`config.mk`:
```
export PLATFORM = sky130hd
export DESIGN_NAME = ya_word_mover
export DESIGN_NICKNAME = d
export VERILOG_FILES = /design/src/rtl/ywm_pkg.sv /design/src/rtl/ywm_ctrl.sv /design/src/rtl/ywm_addr.sv /design/src/rtl/ywm_result.sv /design/src/rtl/ya_word_mover.sv
export SDC_FILE = /design/constraint.sdc
export NUM_CORES = 1
export LEC_CHECK = 0
export ABC_AREA = 0
export BUFFER_PORTS_ARGS = -buffer_cell sky130_fd_sc_hd__buf_4
export CORE_UTILIZATION = 49
export CTS_BUF_LIST = sky130_fd_sc_hd__clkbuf_8
export DETAILED_ROUTE_END_ITERATION = 7
export GPL_ROUTABILITY_DRIVEN = 0
export HOLD_SLACK_MARGIN = 0.08
export PLACE_DENSITY = 0.79
export SKIP_LAST_GASP = 1
export SYNTH_ARGS = -nofsm -noshare
export SYNTH_HDL_FRONTEND = slang
export SYNTH_HIERARCHICAL = 1
export SYNTH_SLANG_ARGS = --single-unit
```
`constraint.sdc`:
```
create_clock -name clk -period 1.52 [get_ports clk]
set_input_delay 0.076 -clock clk [delete_from_list [all_inputs] [get_ports clk]]
set_output_delay 0.076 -clock clk [all_outputs]
set_load 0.05 [all_outputs]
```
`src/rtl/ywm_pkg.sv`:
```
// Shared definitions for the word-move sequencer.
// Assumes: one bus access per cycle, read data registered one cycle later.
package ywm_pkg;
    typedef enum logic [2:0] {
        S_IDLE,
        S_FETCH,
        S_LD_LO,
        S_LD_GAP,
        S_LD_HI,
        S_ST_DUMMY,
        S_ST_WLO,
        S_ST_WHI
    } seq_state_t;
endpackage

```
`src/rtl/ywm_ctrl.sv`:
```
// Sequence controller: accepts a start with a supported opcode while idle
// and steps through the load or store cycle plan.
// Assumes: start is ignored outside S_IDLE.
module ywm_ctrl #(
    parameter int OPW = 8,
    parameter logic [OPW-1:0] OP_LOAD  = 8'hBA,
    parameter logic [OPW-1:0] OP_STORE = 8'hDA
) (
    input  logic                clk,
    input  logic                rst_n,
    input  logic                start,
    input  logic [OPW-1:0]      opcode,
    output ywm_pkg::seq_state_t state,
    output logic                accept
);
    import ywm_pkg::*;

    logic       is_store;
    seq_state_t nxt;

    // Accept only supported opcodes and only while idle.
    always_comb accept = start && (state == S_IDLE)
                         && ((opcode == OP_LOAD) || (opcode == OP_STORE));

    // Next-state plan for both instructions.
    always_comb begin
        nxt = state;
        case (state)
            S_IDLE:     if (accept) nxt = S_FETCH;
            S_FETCH:    nxt = is_store ? S_ST_DUMMY : S_LD_LO;
            S_LD_LO:    nxt = S_LD_GAP;
            S_LD_GAP:   nxt = S_LD_HI;
            S_LD_HI:    nxt = S_IDLE;
            S_ST_DUMMY: nxt = S_ST_WLO;
            S_ST_WLO:   nxt = S_ST_WHI;
            S_ST_WHI:   nxt = S_IDLE;
            default:    nxt = S_IDLE;
        endcase
    end

    // State and instruction-kind registers.
    always_ff @(posedge clk) begin
        if (!rst_n) begin
            state    <= S_IDLE;
            is_store <= 1'b0;
        end else begin
            state <= nxt;
            if (accept) is_store <= (opcode == OP_STORE);
        end
    end
endmodule

```
`src/rtl/ywm_addr.sv`:
```
// Bus driver: latches request operands, captures the direct-page offset
// and forms address, strobe and write data for each state.
// Assumes: mem_rdata carries the fetched offset in S_LD_LO / S_ST_DUMMY.
module ywm_addr #(
    parameter int AW = 16,
    parameter int DW = 8,
    localparam int PW = AW - DW
) (
    input  logic                clk,
    input  logic                rst_n,
    input  ywm_pkg::seq_state_t state,
    input  logic                accept,
    input  logic [AW-1:0]       pc_addr,
    input  logic [PW-1:0]       dp_hi,
    input  logic [DW-1:0]       acc_in,
    input  logic [DW-1:0]       y_in,
    input  logic [DW-1:0]       mem_rdata,
    output logic                mem_req,
    output logic                mem_we,
    output logic [AW-1:0]       mem_addr,
    output logic [DW-1:0]       mem_wdata
);
    import ywm_pkg::*;

    logic [AW-1:0] pc_q;
    logic [PW-1:0] page_q;
    logic [DW-1:0] a_q, y_q, dp_q, dp_inc;

    // Offset of the second byte wraps inside the page.
    always_comb dp_inc = dp_q + {{(DW-1){1'b0}}, 1'b1};

    // Latch request operands at accept, offset when it arrives.
    always_ff @(posedge clk) begin
        if (!rst_n) begin
            pc_q   <= '0;
            page_q <= '0;
            a_q    <= '0;
            y_q    <= '0;
            dp_q   <= '0;
        end else begin
            if (accept) begin
                pc_q   <= pc_addr;
                page_q <= dp_hi;
                a_q    <= acc_in;
                y_q    <= y_in;
            end
            if (state == S_LD_LO || state == S_ST_DUMMY) dp_q <= mem_rdata;
        end
    end

    // Per-state bus request.
    always_comb begin
        mem_req   = 1'b0;
        mem_we    = 1'b0;
        mem_addr  = '0;
        mem_wdata = '0;
        case (state)
            S_FETCH: begin
                mem_req  = 1'b1;
                mem_addr = pc_q;
            end
            S_LD_LO, S_ST_DUMMY: begin
                mem_req  = 1'b1;
                mem_addr = {page_q, mem_rdata};
            end
            S_LD_HI: begin
                mem_req  = 1'b1;
                mem_addr = {page_q, dp_inc};
            end
            S_ST_WLO: begin
                mem_req   = 1'b1;
                mem_we    = 1'b1;
                mem_addr  = {page_q, dp_q};
                mem_wdata = a_q;
            end
            S_ST_WHI: begin
                mem_req   = 1'b1;
                mem_we    = 1'b1;
                mem_addr  = {page_q, dp_inc};
                mem_wdata = y_q;
            end
            default: ;
        endcase
    end
endmodule

```
`src/rtl/ywm_result.sv`:
```
// Result unit: collects the two loaded bytes and computes N and Z over the
// 16-bit pair; outputs hold until the next load completes.
// Assumes: the upper byte is on mem_rdata the cycle after S_LD_HI.
module ywm_result #(
    parameter int DW = 8,
    localparam int WW = 2 * DW
) (
    input  logic                clk,
    input  logic                rst_n,
    input  ywm_pkg::seq_state_t state,
    input  logic [DW-1:0]       mem_rdata,
    output logic [DW-1:0]       acc_out,
    output logic [DW-1:0]       y_out,
    output logic                ld_valid,
    output logic                flag_n,
    output logic                flag_z
);
    import ywm_pkg::*;

    logic [DW-1:0] lo_q;
    logic          hi_pend;
    logic [WW-1:0] pair;

    always_comb pair = {mem_rdata, lo_q};

    // Capture low byte, then commit the pair when the upper byte arrives.
    always_ff @(posedge clk) begin
        if (!rst_n) begin
            lo_q     <= '0;
            hi_pend  <= 1'b0;
            acc_out  <= '0;
            y_out    <= '0;
            ld_valid <= 1'b0;
            flag_n   <= 1'b0;
            flag_z   <= 1'b0;
        end else begin
            if (state == S_LD_GAP) lo_q <= mem_rdata;
            hi_pend  <= (state == S_LD_HI);
            ld_valid <= hi_pend;
            if (hi_pend) begin
                acc_out <= lo_q;
                y_out   <= mem_rdata;
                flag_n  <= pair[WW-1];
                flag_z  <= (pair == '0);
            end
        end
    end
endmodule

```
`src/rtl/ya_word_mover.sv`:
```
// Top of the word-move sequencer: controller, bus driver and result unit.
// Assumes: a registered single-port bus and the opcodes set by parameters.
module ya_word_mover #(
    parameter int AW  = 16,
    parameter int DW  = 8,
    parameter int OPW = 8,
    parameter logic [OPW-1:0] OP_LOAD  = 8'hBA,
    parameter logic [OPW-1:0] OP_STORE = 8'hDA,
    localparam int PW = AW - DW
) (
    input  logic           clk,
    input  logic           rst_n,
    input  logic           start,
    input  logic [OPW-1:0] opcode,
    input  logic [AW-1:0]  pc_addr,
    input  logic [PW-1:0]  dp_hi,
    input  logic [DW-1:0]  acc_in,
    input  logic [DW-1:0]  y_in,
    output logic           busy,
    output logic           mem_req,
    output logic           mem_we,
    output logic [AW-1:0]  mem_addr,
    output logic [DW-1:0]  mem_wdata,
    input  logic [DW-1:0]  mem_rdata,
    output logic [DW-1:0]  acc_out,
    output logic [DW-1:0]  y_out,
    output logic           ld_valid,
    output logic           flag_n,
    output logic           flag_z
);
    import ywm_pkg::*;

    seq_state_t state;
    logic       accept;

    // Busy covers every non-idle state, through the last access.
    always_comb busy = (state != S_IDLE);

    ywm_ctrl #(.OPW(OPW), .OP_LOAD(OP_LOAD), .OP_STORE(OP_STORE)) u_ctrl (
        .clk(clk), .rst_n(rst_n), .start(start), .opcode(opcode),
        .state(state), .accept(accept)
    );

    ywm_addr #(.AW(AW), .DW(DW)) u_addr (
        .clk(clk), .rst_n(rst_n), .state(state), .accept(accept),
        .pc_addr(pc_addr), .dp_hi(dp_hi), .acc_in(acc_in), .y_in(y_in),
        .mem_rdata(mem_rdata), .mem_req(mem_req), .mem_we(mem_we),
        .mem_addr(mem_addr), .mem_wdata(mem_wdata)
    );

    ywm_result #(.DW(DW)) u_result (
        .clk(clk), .rst_n(rst_n), .state(state), .mem_rdata(mem_rdata),
        .acc_out(acc_out), .y_out(y_out), .ld_valid(ld_valid),
        .flag_n(flag_n), .flag_z(flag_z)
    );
endmodule

```
==> summary.md <==
| Metric | Value |
|---|---|
| Number of synthesized flops with an enable pin | 0 |
| Number of CTS-inserted buffers | 9 |
| Clock Skews | 12.45 ps |
| Detail Route Antenna Nets | 0 |
| Largest net degree at the start of global routing | 47 |
| Clk_lat worst skew | 350 ps |
| P_int | 0.003257 W |
| Count leader, synth | dfxtp_1 |
| Gate power share | 0.092 |
| FFs w/ async S/R, synth | 0 |
| Seq/Total Area, Yosys | 0.4260 |
| Hold Vio Cnt, Final | 0 |
| Slew margin rel. | 0.6967 |
| # IOs | 105 |
| Post-DP HPWL | 6040 um |
| # setup viols final | 73 |
| Yosys top cell by area | dfxtp_1 |
| Clock buffer depth | 2 |
| Share of cells above drive strength 1 | 0.4146 |
| Main synth FF type | dfxtp_1 |
| Worst Slack Setup Final | -392.7 ps |
| Vias in the first global route | 3525 |
| Fin nets | 618 |
| Setup TNS | -17230 ps |
| Clock Sinks | 79 |
| Cells after Synth | 369 |
| Total core area | 0.007292 sq mm |
| Crit path kind | reg -> reg |
| Total wire length | 13560 um |
| FP Rows | 31 |
| Reg-to-Reg Start | u_ctrl/state[2] |
| Avg Inst Size Synth | 10.06 sq um |
| CP Launch Type | flop |
| Initial DRC count | 334 |
| Top cell type's share of synthesized area | 0.4260 |
| Initial core utilization | 0.5091 |
| Area Growth Syn to Fin | 64.78% |
| Maxcap violations | 0 |
| Root Buffer | clkbuf_8 |
| Status | finished, violations left |
| CTS tree | yes |
| Pre-CTS setup slack | -53.95 ps |
| Port Buffer Count | 104 |
| HP Class | in -> reg |
| Initial antenna violation count | 0 |
| RSZ-0062 raised after global routing | yes |
| # DRC | 0 |
| Fmax | 522.8 MHz |
| Sw frac | 0.2208 |
| H-tree depth | 3 |
| Hold_ws | 152.7 ps |
| Cell Area, Synth | 0.003712 sq mm |
| Crit Path Max Fanout | 7 |
| Die Width | 89.04 um |
| CP Capture Type | flop |
| Arrival @ worst endpoint | 2160 ps |
| Sw Pwr | 0.0009228 W |
| Synth top cells by count | dfxtp_1, mux2i_1, nor2b_1 |
| First-pass GRT wire length | 17260 um |
| Worst ir drop on vdd | 0.6836 mV |
| Die area | 0.007928 sq mm |
| Detailed Routing Iterations Pass 1 | 5 |
| Pwr dens | 683.3 mW/mm^2 |
| Via/cell ratio | 5.703 |
| Violated checks | setup timing |
| Hold path startpoint | rst_n |
| Wirelength per Cell | 20.51 um |
| Reg clk slew, reported paths | 80 ps |
| Slew @ Worst Pin | 454.6 ps |
| Tcrit/Tclk final | 1.258 |
| Library cells used by synthesis | 48 |
| Reg power frac | 0.496 |
| GRT overflow | 0 |
| Routed vias | 3770 |
| Die Span Y | 89.04 um |
| All-layer global routing usage | 0.2921 |
| Crit. Startpoint | u_ctrl/state[2] |
| Flops & latches, synth | 79 |
| Diodes inserted | 0 |
| Worst path required time | 1760 ps |
| Yosys warning count | 6 |
| Leak | 2.372 nW |
| Clk network pwr share | 0.412 |
| Min cycle time layout | 1913 ps |
| Mapped Nets | 429 |
| Final Slew Violations | 0 |
| Synth top area cells | dfxtp_1, mux2i_1, nor2b_1 |
[sequential cells by signal, summed over array words and instances (netlist names), 3 cells and up]
signal	count
u_addr/a_q	8
u_addr/dp_q	8
u_addr/page_q	8
u_addr/pc_q	16
u_addr/y_q	8
u_ctrl/state	3
u_result/acc_out	8
u_result/lo_q	8
u_result/y_out	8
[per-stage QoR]
stage	total power [W]	instance area (sq um)	instances	utilization
after floorplan	0.002204	3767	369	-
after global placement	0.002357	4748	577	0.6512
after detailed placement	0.002359	4748	577	0.6512
after CTS	0.004126	5869	655	0.8049
after global routing	0.004302	6117	661	0.8389
final	0.004180	6117	661	0.8389
[worst paths after layout]
check,cells after the start,slack (ps),endpoint
setup reg to reg,8,-390,u_addr/page_q[1]
setup / recovery,8,-390,u_addr/page_q[1]
hold reg to reg,2,510,u_result/flag_z
hold / removal,3,150,u_result/hi_pend
[layout by cell type (no fill, tap or decap), types with 7 or more instances in the layout]
cell type / n
buf_4: 108
buf_6: 26
buf_8: 12
clkbuf_8: 10
dfxtp_1: 74
dlygate4sd3_1: 48
mux2i_1: 54
mux2i_2: 10
mux2i_4: 8
nand2_1: 20
nor2b_1: 64
xor2_1: 7
[critical path: stages, from the launching register on]
cell and delay [ps]:
dfxtp_4 380, buf_6 120, and4b_1 300, nand4_1 250
clkinv_4 230, buf_12 160, buf_6 100, mux2i_1 200
nor2b_1 70
[cell type report]
cell class	instances	area, sq um
flip-flops and latches	79	1595
clock inverters	5	73.82
inverters	8	38.79
fillers	344	1175
clock buffers	10	137.6
repair buffers	200	1889
well taps	99	123.9
multi-input cells	260	2258
[power groups by stage]
stage               combinational, W  clock (W)  sequential, W
CTS                         0.000342    0.00171        0.00207
global route                0.000400    0.00183        0.00207
detailed placement          0.000235          0        0.00212
finish                      0.000384    0.00172        0.00207
floorplan                  0.0000808          0        0.00212
global placement            0.000233          0        0.00212
[repair_timing]
item                                   in CTS  in global routing
buffers inserted                           11                  9
resized for setup                          66                 53
endpoints found under the hold margin      65                  0
gates cloned                                4                  1
pin swaps                                  11                 11
setup endpoints to repair                  65                 74
hold buffers                               48                  0
[logic make-up (layout without fill, tap and decap cells)]
kind of cell	count (synthesis)	in the layout	synth area share
AO/OA/AOI/OAI	41	42	0.08932
XOR/XNOR	8	8	0.01888
adder cells (fa/ha/maj)	1	1	0.003370
buffers and inverters	31	223	0.05055
flip-flops	79	79	0.4260
multiplexers	73	73	0.1972
AND/OR/NAND/NOR	136	136	0.2147
[per-layer routing]
| metal | GRT usage | vias to the layer above | routed length [um] |
|---|---|---|---|
| li1 | - | 1659 | - |
| met1 | 0.3217 | 1793 | 5003 |
| met2 | 0.5343 | 240 | 6772 |
| met3 | 0.06279 | 78 | 1047 |
| met4 | 0.1414 | 0 | 732 |
| met5 | 0 | - | 0 |
Power figures use the tool's default switching activity.
